### src/rtl/alu_pkg.sv
package alu_pkg;
  typedef enum logic [1:0] {
    FN_ADD = 2'd0,
    FN_SUB = 2'd1,
    FN_AND = 2'd2,
    FN_XOR = 2'd3
  } alu_fn_e;
endpackage

### src/rtl/alu_addsub.sv
// Shared adder: computes b + a, or b - a as b + ~a + 1.
module alu_addsub #(
  parameter int WIDTH = 32
) (
  input  logic [WIDTH-1:0] a_in,
  input  logic [WIDTH-1:0] b_in,
  input  logic             do_sub,
  output logic [WIDTH-1:0] sum_out,
  output logic             carry_flag_out,
  output logic             ovf_out
);
  localparam int MSB = WIDTH - 1;

  logic [WIDTH-1:0] rhs;
  logic [WIDTH:0]   wide_sum;

  always_comb begin
    rhs            = do_sub ? ~a_in : a_in;
    wide_sum       = {1'b0, b_in} + {1'b0, rhs} + {{WIDTH{1'b0}}, do_sub};
    sum_out        = wide_sum[MSB:0];
    // a borrow is the inverse of the carry out when subtracting
    carry_flag_out = do_sub ? ~wide_sum[WIDTH] : wide_sum[WIDTH];
    ovf_out        = (b_in[MSB] == rhs[MSB]) && (sum_out[MSB] != b_in[MSB]);
  end

  always_comb begin
    if (!do_sub && !a_in[MSB] && !b_in[MSB])
      AST_ADD_POS_OVF: assert (ovf_out == sum_out[MSB]) else $error("add overflow");
    if (do_sub && !b_in[MSB] && a_in[MSB])
      AST_SUB_MIX_OVF: assert (ovf_out == sum_out[MSB]) else $error("sub overflow");
  end
endmodule

### src/rtl/alu_bitwise.sv
module alu_bitwise #(
  parameter int WIDTH = 32
) (
  input  logic [WIDTH-1:0] a_in,
  input  logic [WIDTH-1:0] b_in,
  input  logic             pick_xor,
  output logic [WIDTH-1:0] y_out
);
  genvar i;
  generate
    for (i = 0; i < WIDTH; i++) begin : g_bit
      assign y_out[i] = pick_xor ? (a_in[i] ^ b_in[i]) : (a_in[i] & b_in[i]);
    end
  endgenerate
endmodule

### src/rtl/alu_zero_detect.sv
// Zero detect folded in fixed-size groups, then across groups.
module alu_zero_detect #(
  parameter int WIDTH = 32,
  parameter int GROUP = 8
) (
  input  logic [WIDTH-1:0] vec_in,
  output logic             all_zero
);
  localparam int NGRP = (WIDTH + GROUP - 1) / GROUP;
  localparam int PADW = NGRP * GROUP;

  logic [PADW-1:0] padded;
  logic [NGRP-1:0] grp_any;

  assign padded = {{(PADW - WIDTH){1'b0}}, vec_in};

  genvar g;
  generate
    for (g = 0; g < NGRP; g++) begin : g_grp
      assign grp_any[g] = |padded[g*GROUP +: GROUP];
    end
  endgenerate

  assign all_zero = ~|grp_any;
endmodule

### src/rtl/word_alu.sv
module word_alu
  import alu_pkg::*;
#(
  parameter int WIDTH = 32
) (
  input  logic [WIDTH-1:0] opnd_a,
  input  logic [WIDTH-1:0] opnd_b,
  input  logic [1:0]       func_sel,
  output logic [WIDTH-1:0] result,
  output logic             ovf_flag,
  output logic             zero_flag,
  output logic             carry_flag
);
  alu_fn_e          fn;
  logic             is_arith;
  logic [WIDTH-1:0] arith_res;
  logic [WIDTH-1:0] logic_res;
  logic             arith_cf;
  logic             arith_of;

  assign fn       = alu_fn_e'(func_sel);
  assign is_arith = (fn == FN_ADD) || (fn == FN_SUB);

  alu_addsub #(.WIDTH(WIDTH)) u_addsub (
    .a_in           (opnd_a),
    .b_in           (opnd_b),
    .do_sub         (fn == FN_SUB),
    .sum_out        (arith_res),
    .carry_flag_out (arith_cf),
    .ovf_out        (arith_of)
  );

  alu_bitwise #(.WIDTH(WIDTH)) u_bitwise (
    .a_in     (opnd_a),
    .b_in     (opnd_b),
    .pick_xor (fn == FN_XOR),
    .y_out    (logic_res)
  );

  assign result     = is_arith ? arith_res : logic_res;
  assign ovf_flag   = is_arith & arith_of;
  assign carry_flag = is_arith & arith_cf;

  alu_zero_detect #(.WIDTH(WIDTH), .GROUP(8)) u_zero (
    .vec_in   (result),
    .all_zero (zero_flag)
  );

  always_comb begin
    if (fn == FN_ADD)
      AST_ADD_CARRY: assert (carry_flag == (result < opnd_a)) else $error("add carry");
    if (fn == FN_SUB)
      AST_SUB_BORROW: assert (carry_flag == (opnd_b < opnd_a)) else $error("sub borrow");
    if (fn == FN_AND)
      AST_AND_SUBSET: assert ((result & ~opnd_a) == '0) else $error("and subset");
    if (fn == FN_XOR)
      AST_XOR_ZERO_EQ: assert (zero_flag == (opnd_a == opnd_b)) else $error("xor zero");
    if (!is_arith)
      AST_LOGIC_FLAGS_CLR: assert (!ovf_flag && !carry_flag) else $error("logic flags");
  end
endmodule

### config.mk
export PLATFORM = sky130hd
export DESIGN_NAME = word_alu
export DESIGN_NICKNAME = d
export VERILOG_FILES = /design/src/rtl/alu_pkg.sv /design/src/rtl/alu_addsub.sv /design/src/rtl/alu_bitwise.sv /design/src/rtl/alu_zero_detect.sv /design/src/rtl/word_alu.sv
export SDC_FILE = /design/constraint.sdc
export NUM_CORES = 1
export LEC_CHECK = 0
export BUFFER_PORTS_ARGS = -buffer_cell sky130_fd_sc_hd__buf_2
export CAP_MARGIN = 20
export CORE_ASPECT_RATIO = 2
export CORE_MARGIN = 10
export CORE_UTILIZATION = 33
export DETAILED_ROUTE_END_ITERATION = 16
export GPL_ROUTABILITY_DRIVEN = 0
export GPL_TIMING_DRIVEN = 0
export PLACE_DENSITY_LB_ADDON = 0.3
export SLEW_MARGIN = 0
export SYNTH_ARGS = -nofsm -noshare
export SYNTH_HDL_FRONTEND = slang
export SYNTH_SLANG_ARGS = --single-unit
export TNS_END_PERCENT = 100
### constraint.sdc
create_clock -name vclk -period 12.8
set_input_delay 0.64 -clock vclk [all_inputs]
set_output_delay 0.64 -clock vclk [all_outputs]
set_load 0.01 [all_outputs]
==> run metrics, run 1 <==
relative slew slack=36.7%; die boundary height=163 um; Synth warnings=0; detailed-route wire length=about 12000 um; number of distinct library cells after synthesis=65; layout cell share with drive strength beyond 1=23.1%; pre-CTS WS=around 5 ns; number of hold buffers added after cts=0; detailed-route wire length per cell=17.7 um; fin worst setup slack=around 4.9 ns; worst-margin pin slew=0.949 ns; final critical path time including I/O delays and setup=~7.9 ns; antenna violation net count after detailed routing=0; global-route usage over all layers=~15%; nature of the critical path startpoint=input port; Seq. cell area=0 um2; maximum number of pins on one net before global-route repair=11; power density cells=roughly 63 nW/um2; outcome=complete, no violations; data arrival time at the worst-slack endpoint=7.22 ns; layout net count=between 600 and 700; number of antenna cells inserted=0; violation count after the first detailed-route iteration=between 100 and 150; Syn Inst Count=between 400 and 500; worst ir drop on vdd=32.8 uV; number of pins with negative max-slew slack in the final report=0; grt ovf=0; Post-CTS Setup Repair Bufs=0; horizontal die dimension=~91 um; largest fanout on the critical path=10; path type of the worst setup path=in -> out; Seq/Total Area, Yosys=0%; Max Fclk=around 130 MHz; Resized cells post-CTS=0; syn nets=583; crit path from=func_sel[0]; Setup TNS=0 ns; endpoint class of the critical path=primary output; Port Buffers=99; final hold vios=0; number of inserted filler cells in the final layout=about 1100; Avg Inst Size Synth=~7.5 um2; detailed placement HPWL=10600 um; unrepaired setup endpoints after global routing=no; via count=3785; Seq Cell Count=0; final worst-path cycle share=around three fifths; multi-input gate area in the final layout=between 3000 and 4000 um2; global-route wire length before repair=approximately 19000 um; clock buffer count=0; Initial DRT Pass Iterations=5; leak pwr=around 1.9 nW; setup-violating endpoint count in the final report=0; Starting Density=~33%; average via count per standard cell=around 5.5; area overhead of the layout relative to synthesis=19.7%; origin of the worst min-delay path=opnd_b[31]; area of the mapped netlist=about 3400 um2; core outline area=around 10000 um2; number of global-route vias before repair=4147; Die Outline Area=roughly 15000 um2; type of the most critical hold path=in -> out; Req. time, crit path=between 10 and 15 ns; DRC violations left=0; max cap viols=0; number of rows created at floorplan=52; antenna violations before repair=0; IO Pins=around 100
## per-stage QoR
step | std cells | utilization (%) | hold WS [ns] | instance area [um2] | power (W)
floorplan | 450 | - | 1.47 | 3370 | 0.000173
global route | 684 | 40.0 | 1.76 | 4030 | 0.000283
finish | 684 | 40.0 | 1.73 | 4030 | 0.000253
global placement | 684 | 40.0 | 1.71 | 4030 | 0.000248
detailed placement | 684 | 40.0 | 1.73 | 4030 | 0.000252
CTS | 684 | 40.0 | 1.74 | 4030 | 0.000253
## layer usage
layer	track usage, %	routed length, um
met1	14.0	4180
met2	32.6	6990
met3	1.94	523
met4	5.87	446
met5	0	0
## cell usage after synthesis, types with 5 or more instances
cell / instances / area, um2
nand3_1: 7 / 35.0
xor2_1: 9 / 78.8
clkbuf_1: 10 / 37.5
buf_1: 6 / 22.5
nor2_1: 21 / 78.8
a31oi_1: 5 / 31.3
nor2b_1: 8 / 50.1
mux2i_1: 13 / 130
a21oi_1: 36 / 180
nand4_1: 10 / 62.6
a211oi_1: 7 / 52.6
o21ai_0: 34 / 170
o21a_1: 6 / 45.0
nand2_1: 32 / 120
ha_1: 66 / 826
a21o_1: 10 / 75.1
xnor2_1: 42 / 368
nor3_1: 8 / 40.0
mux2_2: 11 / 124
o211ai_1: 7 / 52.6
nand2b_1: 9 / 56.3
inv_1: 14 / 52.6
## area by class of cell
cell class                      instances  share of cell area (%)
Multi-Input combinational cell        411                    78.9
Tap cell                              135                    4.19
Timing Repair Buffer                   99                    12.3
Buffer                                 24                    2.85
Inverter                               15                    1.74
## cell usage in the layout (no fill, tap or decap), types with 8 or more instances in the layout
cell,count
a21oi_1,36
nand4_1,10
o21ai_0,34
xor2_1,9
buf_2,103
nand2_1,32
mux2_2,11
nor2b_1,8
nor3_1,8
nor2_1,21
inv_1,14
nand2b_1,9
clkbuf_1,10
ha_1,66
xnor2_1,42
a21o_1,10
mux2i_1,13
## kinds of logic (layout without fill, tap and decap cells)
logic type      Yosys count  after routing  synth area share [%]
simple gates            121            121                  19.7
xor+xnor                 51             51                  13.3
compound gates          148            148                  28.9
mux                      24             24                  7.54
buf+inv                  39            138                  5.50
fa+ha+maj                67             67                  25.1
## power breakdown
part | internal [W] | switching, W
Sequential | 0 | 0
Combinational | 0.000106 | 0.000147
Clock | 0 | 0
## final timing paths
kind        end  slack [ns]  cells past startpoint
max   zero_flag        4.94                     21
min    ovf_flag        1.73                      4
## critical path, stage by stage
cell      delay (ns)
buf_2           0.18
buf_2           0.31
buf_1           0.49
buf_1           0.60
nand2_1         0.29
buf_1           0.45
xnor2_1         0.25
ha_1            0.30
clkbuf_1        0.32
nor3b_1         0.10
a31oi_1         0.17
nand4_1         0.21
nor4_1          0.36
o211ai_1        0.14
or4_1           0.41
or4_1           0.58
nor4b_2         0.31
nand4b_1        0.23
or4b_1          0.54
nor3_2          0.13
buf_2           0.16
(Power assumes the default switching activity.)
==> inputs of run 2 (changes only) <==
==> constraint.sdc (replaced) <==
create_clock -name vclk -period 6.8
set_input_delay 0.34 -clock vclk [all_inputs]
set_output_delay 0.34 -clock vclk [all_outputs]
set_load 0.01 [all_outputs]
==> run metrics, run 2 (synthesis gave the netlist of run 1 again) <==
Starting Density=33.4% (unchanged); power density cells=118 nW/um2 (+89%); relative slew slack=36.2% (-0.55 points); number of pins with negative max-slew slack in the final report=0 (unchanged); setup-violating endpoint count in the final report=0 (unchanged); grt ovf=0 (unchanged); maximum number of pins on one net before global-route repair=20 (+9); unrepaired setup endpoints after global routing=no; layout cell share with drive strength beyond 1=23.4% (+0.22 points); final worst-path cycle share=~95%; origin of the worst min-delay path=opnd_b[31]; Port Buffers=99 (unchanged); largest fanout on the critical path=19 (+9); multi-input gate area in the final layout=3180 um2 (unchanged); outcome=complete, no violations; Seq Cell Count=0 (unchanged); violation count after the first detailed-route iteration=112 (+4.7%); CP dominant cell by count=buf_2; commonest non-fill, non-tap cell in the layout=buf_2; core outline area=10100 um2 (unchanged); total buffers and inverters traversed by the critical path=6 (-1); commonest cells after routing, fill and taps aside=buf_2 (103), ha_1 (66), xnor2_1 (42), a21oi_1 (36), o21ai_0 (34); path type of the worst setup path=in -> out; final core utilization=40.0% (unchanged); average via count per standard cell=5.55 (+0.23%); leak pwr=1.89 nW (+0.12%); Max Fclk=154 MHz; area overhead of the layout relative to synthesis=19.7% (unchanged); detailed placement HPWL=10600 um (unchanged); worst ir drop on vdd=62.3 uV (+90%); crit-path leading delay family=simple AND/OR/NAND/NOR gates; via count=3788 (+0.079%); layout net count=683 (-0.15%); final hold vios=0 (unchanged); delay of the slowest cell on the worst path=0.58 ns (-0.02 ns); Initial DRT Pass Iterations=4 (-1); slowest stage cell, crit path=or4_1; Hold Crit Endpoint=ovf_flag; antenna violations before repair=0 (unchanged); cell depth of the worst hold path=4 (unchanged); data arrival time at the worst-slack endpoint=6.15 ns (-1.07 ns); die boundary height=163 um (unchanged); max cap viols=0 (unchanged); cells traversed along the worst timing path=buf_2 -> clkbuf_4 -> buf_2 -> nand2_1 -> buf_1 -> xnor2_1 -> ha_1 -> clkbuf_1 -> nor3b_1 -> a31oi_1 -> nand4_1 -> nor4_1 -> o211ai_1 -> or4_1 -> or4_1 -> nor4b_2 -> nand4b_1 -> or4b_1 -> nor3_2 -> buf_2; number of global-route vias before repair=4139 (-0.19%); detailed-route wire length per cell=17.8 um (+0.12%); IO Pins=101 (unchanged); DRC violations left=0 (unchanged); global-route wire length before repair=19300 um (-0.21%); horizontal die dimension=91.4 um (unchanged); type of the most critical hold path=in -> out; endpoint class of the critical path=primary output; clock buffer count=0 (unchanged); Req. time, crit path=6.46 ns (-5.70 ns); global-route usage over all layers=15.4% (-0.056 points); Seq. cell area=0 um2 (unchanged); number of antenna cells inserted=0 (unchanged); final critical path time including I/O delays and setup=6.49 ns; number of inserted filler cells in the final layout=1055 (+0.095%); Die Outline Area=14900 um2 (unchanged); number of rows created at floorplan=52 (unchanged); Setup TNS=0 ns (unchanged); nature of the critical path startpoint=input port; antenna violation net count after detailed routing=0 (unchanged); worst-margin pin slew=0.957 ns (+0.00819 ns); detailed-route wire length=12100 um (about the same); Post-CTS Setup Repair Bufs=0 (unchanged)
run 2: cell count changes in the layout (fill, tap and decap cells not counted):
cell,change
clkbuf_4,+1
buf_1,-2
run 2: per-layer routing:
| layer | GRT usage, % | share of wire, % |
|---|---|---|
| met4 | 5.59 | 3.4 |
| met5 | 0 | 0 |
| met1 | 14.0 | 34 |
| met2 | 32.5 | 58 |
| met3 | 1.99 | 4.6 |
run 2: cell type report:
| class | count | share of cell area, % |
|---|---|---|
| plain buffers | 23 | 2.85 |
| multi-input cells | 411 | 78.9 |
| repair buffers | 99 | 12.3 |
| well taps | 135 | 4.19 |
| inverters | 15 | 1.74 |
run 2: timing repair:
action / in CTS / in global routing
endpoints found under the setup margin: 1 / 1
hold buffers: 0 / 0
pin swaps: 0 / 0
resized for setup: 1 / 1
run 2: worst min-delay path: stages:
cell	delay [ns]
buf_2	0.11
xor2_1	0.15
nor3_1	0.06
buf_2	0.13
run 2: power breakdown:
group	total, W	switching, W	internal [W]
Combinational	0.000476	0.000278	0.000199
Clock	0	0	0
Sequential	0	0	0
run 2: per-stage QoR:
stage / hold WS [ns] / power, W / std cells / instance area, um2 / worst slack [ns]
floorplan: 0.868 / 0.000326 / 450 / 3370 / 1.16
global placement: 1.11 / 0.000466 / 684 / 4030 / -0.406
detailed placement: 1.13 / 0.000474 / 684 / 4030 / -0.459
CTS: 1.14 / 0.000477 / 683 / 4030 / 0.217
global route: 1.16 / 0.000532 / 683 / 4030 / 0.105
finish: 1.13 / 0.000476 / 683 / 4030 / 0.308
run 2: worst max path at each step:
stage | slack [ns] | depth (start not counted) | to | from
after detailed placement | -0.46 | 20 | zero_flag | func_sel[0]
after floorplan | 1.16 | 20 | zero_flag | func_sel[0]
after global routing | 0.11 | 20 | zero_flag | func_sel[0]
after CTS | 0.22 | 19 | zero_flag | func_sel[0]
final | 0.31 | 20 | zero_flag | func_sel[0]
after global placement | -0.41 | 20 | zero_flag | func_sel[0]
==> inputs of run 3 (changes only) <==
--- a/config.mk
+++ b/config.mk
@@ -7,7 +7,6 @@
 export LEC_CHECK = 0
 export BUFFER_PORTS_ARGS = -buffer_cell sky130_fd_sc_hd__buf_2
 export CAP_MARGIN = 20
-export CORE_ASPECT_RATIO = 2
 export CORE_MARGIN = 10
 export CORE_UTILIZATION = 33
 export DETAILED_ROUTE_END_ITERATION = 16
==> run metrics, run 3 (synthesis gave the netlist of run 1 again) <==
global routing met1 resource utilization=18.5% (+4.5 points); fraction of power consumed by the clock network=0% (unchanged); Req. time, crit path=6.46 ns (about the same); fraction of met3 tracks used by global routing=1.81% (-0.17 points); global routing's busiest layer=met2; detailed-route wire length per cell=16.6 um (-6.7%); clock buffer count=0 (unchanged); outcome=complete, no violations; Post-CTS Setup Repair Bufs=0 (unchanged); switching fraction of total power=58.0% (-0.29 points); fraction of power consumed by sequential logic=0% (unchanged); layout cell share with drive strength beyond 1=23.4% (unchanged); unrepaired setup endpoints after global routing=no; number of inserted filler cells in the final layout=1048 (-0.66%); leak pwr=1.89 nW (unchanged); maximum number of pins on one net before global-route repair=20 (unchanged); detailed-route wire length=11300 um (-7.0%); via count=3755 (-0.87%); commonest cells after routing, fill and taps aside=buf_2 (103), ha_1 (66), xnor2_1 (42), a21oi_1 (36), o21ai_0 (34); number of rows created at floorplan=36 (-31%); number of pins with negative max-slew slack in the final report=0 (unchanged); IO Pins=101 (unchanged); nature of the critical path startpoint=input port; worst ir drop on vdd=48.5 uV (-22%); data arrival time at the worst-slack endpoint=6.04 ns (-0.11 ns); antenna violation net count after detailed routing=0 (unchanged); final worst-path cycle share=93.9% (-1.6 points); Seq. cell area=0 um2 (unchanged); number of global-route vias before repair=3734 (-9.8%); global-route wire length before repair=17800 um (-7.7%); violation count after the first detailed-route iteration=158 (+41%); Die Outline Area=14600 um2 (-1.6%); endpoint class of the critical path=primary output; die boundary height=121 um (-26%); Max Fclk=157 MHz (+1.7%); antenna violations before repair=0 (unchanged); worst-margin pin slew=0.844 ns (-0.114 ns); core outline area=9860 um2 (-2.2%); horizontal die dimension=121 um (+32%); area overhead of the layout relative to synthesis=19.7% (about the same); detailed placement HPWL=9510 um (-10%); multi-input gate area in the final layout=3180 um2 (unchanged); power density cells=117 nW/um2 (-0.84%); setup-violating endpoint count in the final report=0 (unchanged); Initial DRT Pass Iterations=5 (+1); final core utilization=40.9% (+0.87 points); global-route usage over all layers=14.2% (-1.2 points); net switching power=0.000274 W (-1.4%); Starting Density=34.1% (+0.75 points); global-route track usage on met2=25.0% (-7.5 points); share of power burned in combinational logic=100.0% (about the same); Seq Cell Count=0 (unchanged); final critical path time including I/O delays and setup=6.38 ns (-0.109 ns); grt ovf=0 (unchanged); DRC violations left=0 (unchanged); average via count per standard cell=5.51 (-0.58%); max cap viols=0 (unchanged); Port Buffers=99 (unchanged); final hold vios=0 (unchanged); commonest non-fill, non-tap cell in the layout=buf_2; post-route worst hold slack=1.11 ns (-0.0231 ns); largest fanout on the critical path=19 (unchanged); design internal power=0.000198 W (-0.22%); path type of the worst setup path=in -> out; number of antenna cells inserted=0 (unchanged); layout net count=683 (unchanged); relative slew slack=43.8% (+7.6 points); type of the most critical hold path=in -> out
## run 3: cell type report
cell class	instances	area share [%]
multi-input combinational	411	79.0
tap	133	4.13
inverter	15	1.74
buffer	23	2.86
timing repair buffer	99	12.3
## run 3: power groups by stage
stage | combinational (W) | clock, W | sequential [W]
finish | 0.000472 | 0 | 0
global route | 0.000526 | 0 | 0
CTS | 0.000470 | 0 | 0
detailed placement | 0.000467 | 0 | 0
global placement | 0.000460 | 0 | 0
floorplan | 0.000326 | 0 | 0
## run 3: layer usage
layer	part of all wire (%)	vias up
met5	0	-
met2	46	118
li1	-	1897
met3	5.4	6
met1	47	1734
met4	0.75	0
## run 3: through the flow
| stage | instance area (um2) | worst slack, ns | setup TNS (ns) | total power, W | cells |
|---|---|---|---|---|---|
| final | 4030 | 0.417 | 0 | 0.000472 | 681 |
| after global routing | 4030 | 0.0830 | 0 | 0.000526 | 681 |
| after CTS | 4030 | 0.198 | 0 | 0.000470 | 681 |
| after detailed placement | 4030 | -0.403 | -0.403 | 0.000467 | 682 |
| after global placement | 4030 | -0.284 | -0.284 | 0.000460 | 682 |
| after floorplan | 3370 | 1.16 | 0 | 0.000326 | 450 |
## run 3: timing repair
action | in CTS | in global routing
resized for setup | 1 | 1
pin swaps | 0 | 0
endpoints found under the setup margin | 1 | 1
hold buffers | 0 | 0
gates cloned | 0 | 0
hold endpoints to repair | 0 | 0
## run 3: worst paths after layout
path,start,end,slack (ns),depth (start not counted)
worst max-delay path,func_sel[0],zero_flag,0.42,20
worst min-delay path,func_sel[1],result[2],1.11,4
## run 3: critical path, cell delays in order
cell and delay, ns:
buf_2 0.17, clkbuf_4 0.36, buf_2 0.35, nand2_1 0.20
buf_1 0.42, xnor2_1 0.24, ha_1 0.30, clkbuf_1 0.30
nor3b_1 0.09, a31oi_1 0.16, nand4_1 0.16, nor4_1 0.42
o211ai_1 0.15, or4_1 0.46, or4_1 0.59, nor4b_2 0.29
nand4b_1 0.19, or4b_1 0.55, nor3_2 0.11, buf_2 0.15
